File: src/rtl/border_pkg.sv
package border_pkg;
  typedef struct packed {
    logic top_hit;    // top line match, already gated by display enable
    logic bot_hit;    // bottom line match
    logic line_start; // cycle 1
    logic left_hit;   // left edge cycle
    logic right_hit;  // right edge cycle
  } brd_hits_t;
endpackage

File: src/rtl/border_cmp.sv
module border_cmp
  import border_pkg::*;
#(
  parameter int LINE_W      = 9,
  parameter int CYC_W       = 7,
  parameter int TOP_25      = 51,
  parameter int TOP_24      = 55,
  parameter int BOT_25      = 251,
  parameter int BOT_24      = 247,
  parameter int LEFT_40     = 17,
  parameter int LEFT_38     = 18,
  parameter int RIGHT_40    = 57,
  parameter int RIGHT_38    = 56,
  parameter int START_CYC   = 1
) (
  input  logic [LINE_W-1:0] line_i,
  input  logic [CYC_W-1:0]  cycle_i,
  input  logic              rows25_i,
  input  logic              cols40_i,
  input  logic              display_en_i,
  output brd_hits_t         hits_o
);
  localparam logic [LINE_W-1:0] T25 = LINE_W'(TOP_25);
  localparam logic [LINE_W-1:0] T24 = LINE_W'(TOP_24);
  localparam logic [LINE_W-1:0] B25 = LINE_W'(BOT_25);
  localparam logic [LINE_W-1:0] B24 = LINE_W'(BOT_24);
  localparam logic [CYC_W-1:0]  L40 = CYC_W'(LEFT_40);
  localparam logic [CYC_W-1:0]  L38 = CYC_W'(LEFT_38);
  localparam logic [CYC_W-1:0]  R40 = CYC_W'(RIGHT_40);
  localparam logic [CYC_W-1:0]  R38 = CYC_W'(RIGHT_38);
  localparam logic [CYC_W-1:0]  S1  = CYC_W'(START_CYC);

  logic [LINE_W-1:0] top_line, bot_line;
  logic [CYC_W-1:0]  left_cyc, right_cyc;

  always_comb begin
    top_line  = rows25_i ? T25 : T24;
    bot_line  = rows25_i ? B25 : B24;
    left_cyc  = cols40_i ? L40 : L38;
    right_cyc = cols40_i ? R40 : R38;
    hits_o.top_hit    = (line_i == top_line) && display_en_i;
    hits_o.bot_hit    = (line_i == bot_line);
    hits_o.line_start = (cycle_i == S1);
    hits_o.left_hit   = (cycle_i == left_cyc);
    hits_o.right_hit  = (cycle_i == right_cyc);
  end
endmodule

File: src/rtl/vborder_ff.sv
module vborder_ff
  import border_pkg::*;
(
  input  logic      clk_i,
  input  logic      rst_ni,
  input  brd_hits_t hits_i,
  output logic      vert_o,
  output logic      left_vert_o
);
  logic pend_q, vert_q, pend_d, vert_d;

  always_comb begin
    pend_d = pend_q;
    vert_d = vert_q;
    // left edge: bottom check first, then copy pending
    if (hits_i.left_hit) begin
      pend_d = pend_d | hits_i.bot_hit;
      vert_d = pend_d;
    end
    left_vert_o = vert_d;
    if (hits_i.top_hit) begin
      vert_d = 1'b0;
      pend_d = 1'b0;
    end
    if (hits_i.bot_hit) pend_d = 1'b1;
    if (hits_i.line_start) vert_d = pend_d;
  end

  always_ff @(posedge clk_i or negedge rst_ni) begin
    if (!rst_ni) begin
      pend_q <= 1'b1;
      vert_q <= 1'b1;
    end else begin
      pend_q <= pend_d;
      vert_q <= vert_d;
    end
  end

  assign vert_o = vert_q;
endmodule

File: src/rtl/mborder_ff.sv
module mborder_ff
  import border_pkg::*;
(
  input  logic      clk_i,
  input  logic      rst_ni,
  input  brd_hits_t hits_i,
  input  logic      left_vert_i,
  output logic      main_o
);
  logic main_q, main_d;

  always_comb begin
    main_d = main_q;
    if (hits_i.left_hit && !left_vert_i) main_d = 1'b0;
    if (hits_i.right_hit) main_d = 1'b1;
  end

  always_ff @(posedge clk_i or negedge rst_ni) begin
    if (!rst_ni) main_q <= 1'b1;
    else         main_q <= main_d;
  end

  assign main_o = main_q;
endmodule

File: src/rtl/border_flags.sv
module border_flags
  import border_pkg::*;
#(
  parameter int LINE_W   = 9,
  parameter int CYC_W    = 7,
  parameter int TOP_25   = 51,
  parameter int TOP_24   = 55,
  parameter int BOT_25   = 251,
  parameter int BOT_24   = 247,
  parameter int LEFT_40  = 17,
  parameter int LEFT_38  = 18,
  parameter int RIGHT_40 = 57,
  parameter int RIGHT_38 = 56
) (
  input  logic              clk_i,
  input  logic              rst_ni,
  input  logic [LINE_W-1:0] line_i,
  input  logic [CYC_W-1:0]  cycle_i,
  input  logic              rows25_i,
  input  logic              cols40_i,
  input  logic              display_en_i,
  output logic              vborder_o,
  output logic              main_border_o
);
  brd_hits_t hits;
  logic      left_vert;

  border_cmp #(
    .LINE_W(LINE_W), .CYC_W(CYC_W),
    .TOP_25(TOP_25), .TOP_24(TOP_24), .BOT_25(BOT_25), .BOT_24(BOT_24),
    .LEFT_40(LEFT_40), .LEFT_38(LEFT_38), .RIGHT_40(RIGHT_40), .RIGHT_38(RIGHT_38),
    .START_CYC(1)
  ) i_cmp (
    .line_i(line_i), .cycle_i(cycle_i), .rows25_i(rows25_i),
    .cols40_i(cols40_i), .display_en_i(display_en_i), .hits_o(hits)
  );

  vborder_ff i_vert (
    .clk_i(clk_i), .rst_ni(rst_ni), .hits_i(hits),
    .vert_o(vborder_o), .left_vert_o(left_vert)
  );

  mborder_ff i_main (
    .clk_i(clk_i), .rst_ni(rst_ni), .hits_i(hits),
    .left_vert_i(left_vert), .main_o(main_border_o)
  );
endmodule

File: config.mk
export PLATFORM = sky130hd
export DESIGN_NAME = border_flags
export DESIGN_NICKNAME = d
export VERILOG_FILES = /design/src/rtl/border_pkg.sv /design/src/rtl/border_cmp.sv /design/src/rtl/vborder_ff.sv /design/src/rtl/mborder_ff.sv /design/src/rtl/border_flags.sv
export SDC_FILE = /design/constraint.sdc
export NUM_CORES = 1
export LEC_CHECK = 0
export CAP_MARGIN = 25
export CORE_AREA = 2 2 39 41
export CTS_CLUSTER_DIAMETER = 40
export DETAILED_ROUTE_END_ITERATION = 8
export DIE_AREA = 0 0 41 43
export RECOVER_POWER = 50
export SETUP_SLACK_MARGIN = 0.15
export SYNTH_ARGS = -nofsm -noshare
export SYNTH_HDL_FRONTEND = slang
export SYNTH_SLANG_ARGS = --single-unit
File: constraint.sdc
create_clock -name clk_i -period 1.15 [get_ports clk_i]
set_input_delay 0.115 -clock clk_i [delete_from_list [all_inputs] [get_ports clk_i]]
set_output_delay 0.115 -clock clk_i [all_outputs]
set_load 0.02 [all_outputs]
==> summary.txt <==
Run
  • Max cap viols: 0

Synth
  • Main combinational cell family by area after synthesis: simple AND/OR/NAND/NOR gates
  • Distinct cells, synth: 20
  • Post-synthesis mux area share: 0
  • Post-Synth Simple-Gate Area: 0.430
  • Top cells by area, synth: dfstp_2 30%, xnor2_1 10%, nor4b_1 6.8%
  • Complex-gate fraction of the synthesized area: 0.116
  • Warnings from Yosys: 0
  • Register area share after synthesis: 0.304
  • Share of the synthesized area in the top cell type: 0.304
  • Cell taking the most area after synthesis: dfstp_2
  • Post-Syn Area per Cell: 9.25 um^2
  • Synth Area in XOR/XNOR: 0.135
  • Most common library cells after synthesis: 3 x dfstp_2, 3 x xnor2_1
  • Flops & latches, synth: 3
  • Syn_nets: 49
  • Gate Count Post-Synth: 28
  • Cell Area, Synth: 259 um^2
  • Ys flop type: dfstp_2
  • Share of synthesized registers carrying an async set or reset: 1.00
  • Post-synth EDFFs: 0
  • Synth Area in Adders: 0

Drt
  • Vias/cell: roughly 4.3
  • DR WL/cell: 11.7 um
  • Initial drt markers: 0
  • DR DRC count: 0
  • Pre-antenna DRT Iters: 1
  • Via count: around 350
  • WL final: 951 um
  • Final ANT Viol Nets: 0

Layout
  • Final core occ: 0.496
  • N_diodes: 0
  • Layout cell share with drive strength beyond 1: 0.646
  • Post-Layout Cell Count: a little over 80
  • Nets: 87
  • Filler cell count: 134
  • Layout area overhead: 165%

GRT
  • Top Usage Layer GRT: met2
  • Largest net degree at the start of global routing: 5
  • Met1 Resource Use GR: 0.140
  • Total track usage: 0.130
  • Number of global-route vias before repair: 371
  • Routing usage on met3: 0.0157
  • Initial antenna violation count: 0
  • Gr ovfl total: 0
  • Global Route met2 Usage: 0.222
  • First-pass GRT wire length: 1510 um

STA
  • Final worst slack: -0.106 ns
  • Worst Tran Pin Value: 0.273 ns
  • Max-slew headroom: 0.815
  • Clk_skew: 0.00120 ns
  • Hold_ws: 0.117 ns
  • Fin crit period: 1.26 ns
  • Period Utilization, post-route: 1.09
  • Final hold vios: 0
  • Fin. max-slew vios: 0
  • RSZ-0062 raised after global routing: yes
  • F_max: 0.796 GHz
  • Setup TNS: -0.106 ns
  • Final setup viols: 1

Placed design
  • Final GP Congestion: 0.648
  • Pre-CTS setup slack: -0.624 ns
  • Post-DP HPWL: 674 um
  • Placed cell count: 74
  • IO Port Bufs: 22

Clocking
  • CTS Hold Bufs: 0
  • Worst-skew pair later-pin latency: 0.23 ns
  • Clock Sinks: 3
  • TritonCTS clock tree: done
  • TritonCTS Buffers: 3
  • Clk slew on worst S/H paths: 0.04 ns
  • Clk buf depth: 2
  • Root buf cell: clkbuf_4
  • H-tree levels: 1

Die
  • Initial core utilization: 0.187
  • Die width: 41 um
  • Row count: 14
  • Die height: about 43 um
  • Die area: 1760 um^2
  • Ports: 23
  • Core area: roughly 1400 um^2

Run status
  • Status: finished with violations
  • Failing checks: negative setup slack

Setup path
  • CP Data Arrival Time: 1.42 ns
  • WP data required: 1.31 ns
  • Crit Path Category: input port to flop
  • Crit start category: input port
  • Worst Path Max Fanout: 2
  • CP endpoint kind: flop

Power
  • PD cells: 861 nW/um^2
  • Peak supply drop: 0.735 mV
  • Leakage: 0.305 nW

Hold path
  • Hold Path Class: input port to flop
## report_power, final
| group | internal, W | switching, W |
|---|---|---|
| clock | 0.000130 | 0.0000549 |
| combinational | 0.000154 | 0.000102 |
| sequential | 0.000139 | 0.0000119 |
| total | 0.000423 | 0.000169 |
## per-stage QoR
stage,instance area (um^2),power [W]
CTS,677,0.000604
floorplan,272,0.000226
detailed placement,572,0.000367
finish,687,0.000592
global route,687,0.000645
global placement,572,0.000366
## flip-flops by register name, summed over array words and instances (netlist names)
| signal | count |
|---|---|
| i_main.main_o | 1 |
| i_vert.pend_q | 1 |
| i_vert.vert_o | 1 |
## worst max-delay path, cell delays in order
cell	delay, ns
buf_6	0.09
or4_4	0.52
or4_4	0.55
o2bb2ai_2	0.13
## logic make-up after synthesis
family | after synthesis
and+or+nand+nor | 16
AOI/OAI and AO/OA | 4
xor gates and xnor gates | 4
DFF | 3
buffers and inverters | 1
## final timing paths
check / from / endpoint / slack (ns) / cells after the start
min in group asynchronous: rst_ni / i_vert.vert_o$_DFF_PN1_ / 0.33 / 1
worst max register to register: i_vert.pend_q$_DFF_PN1_ / i_main.main_o$_DFFE_PN1P_ / -0.06 / 4
worst min-delay path: cycle_i[3] / i_main.main_o$_DFFE_PN1P_ / 0.12 / 3
max in group asynchronous: rst_ni / i_vert.pend_q$_DFF_PN1_ / 0.80 / 1
worst min register to register: i_main.main_o$_DFFE_PN1P_ / i_main.main_o$_DFFE_PN1P_ / 0.60 / 2
worst max-delay path: cycle_i[2] / i_main.main_o$_DFFE_PN1P_ / -0.11 / 4
## layout make-up
type | count | area (um^2) | share of cell area
multi-input cells | 24 | 285 | 0.415
repair buffers | 33 | 273 | 0.397
flip-flops and latches | 3 | 78.8 | 0.115
clock buffers | 4 | 26.3 | 0.0383
well taps | 16 | 20.0 | 0.0291
inverters | 1 | 3.75 | 0.00546
## metal layers
layer	wire length (um)	share of wire
met4	0	0
met1	370	0.39
met3	23	0.024
met5	0	0
met2	557	0.59
## timing repair
action / 4_1_cts / 5_1_grt
setup endpoints to repair: 5 / 5
resized for setup: 70 / 2
pin swaps: 14 / 3
setup buffers: 3 / 0
## cell usage in the layout (no fill, tap or decap), types with 2 or more instances in the layout
master           synthesis  routed
dlygate4sd2_1            0       9
buf_4                    0      11
nand2_1                  2       2
buf_6                    0       3
clkbuf_4                 0       3
dfstp_2                  3       3
xnor2_1                  3       2
clkdlybuf4s15_2          0       2
nor3_4                   0       2
buf_2                    0       5
clkdlybuf4s15_1          0       2
or4_4                    1       2
Note: power is estimated with default switching activity, not from simulation.
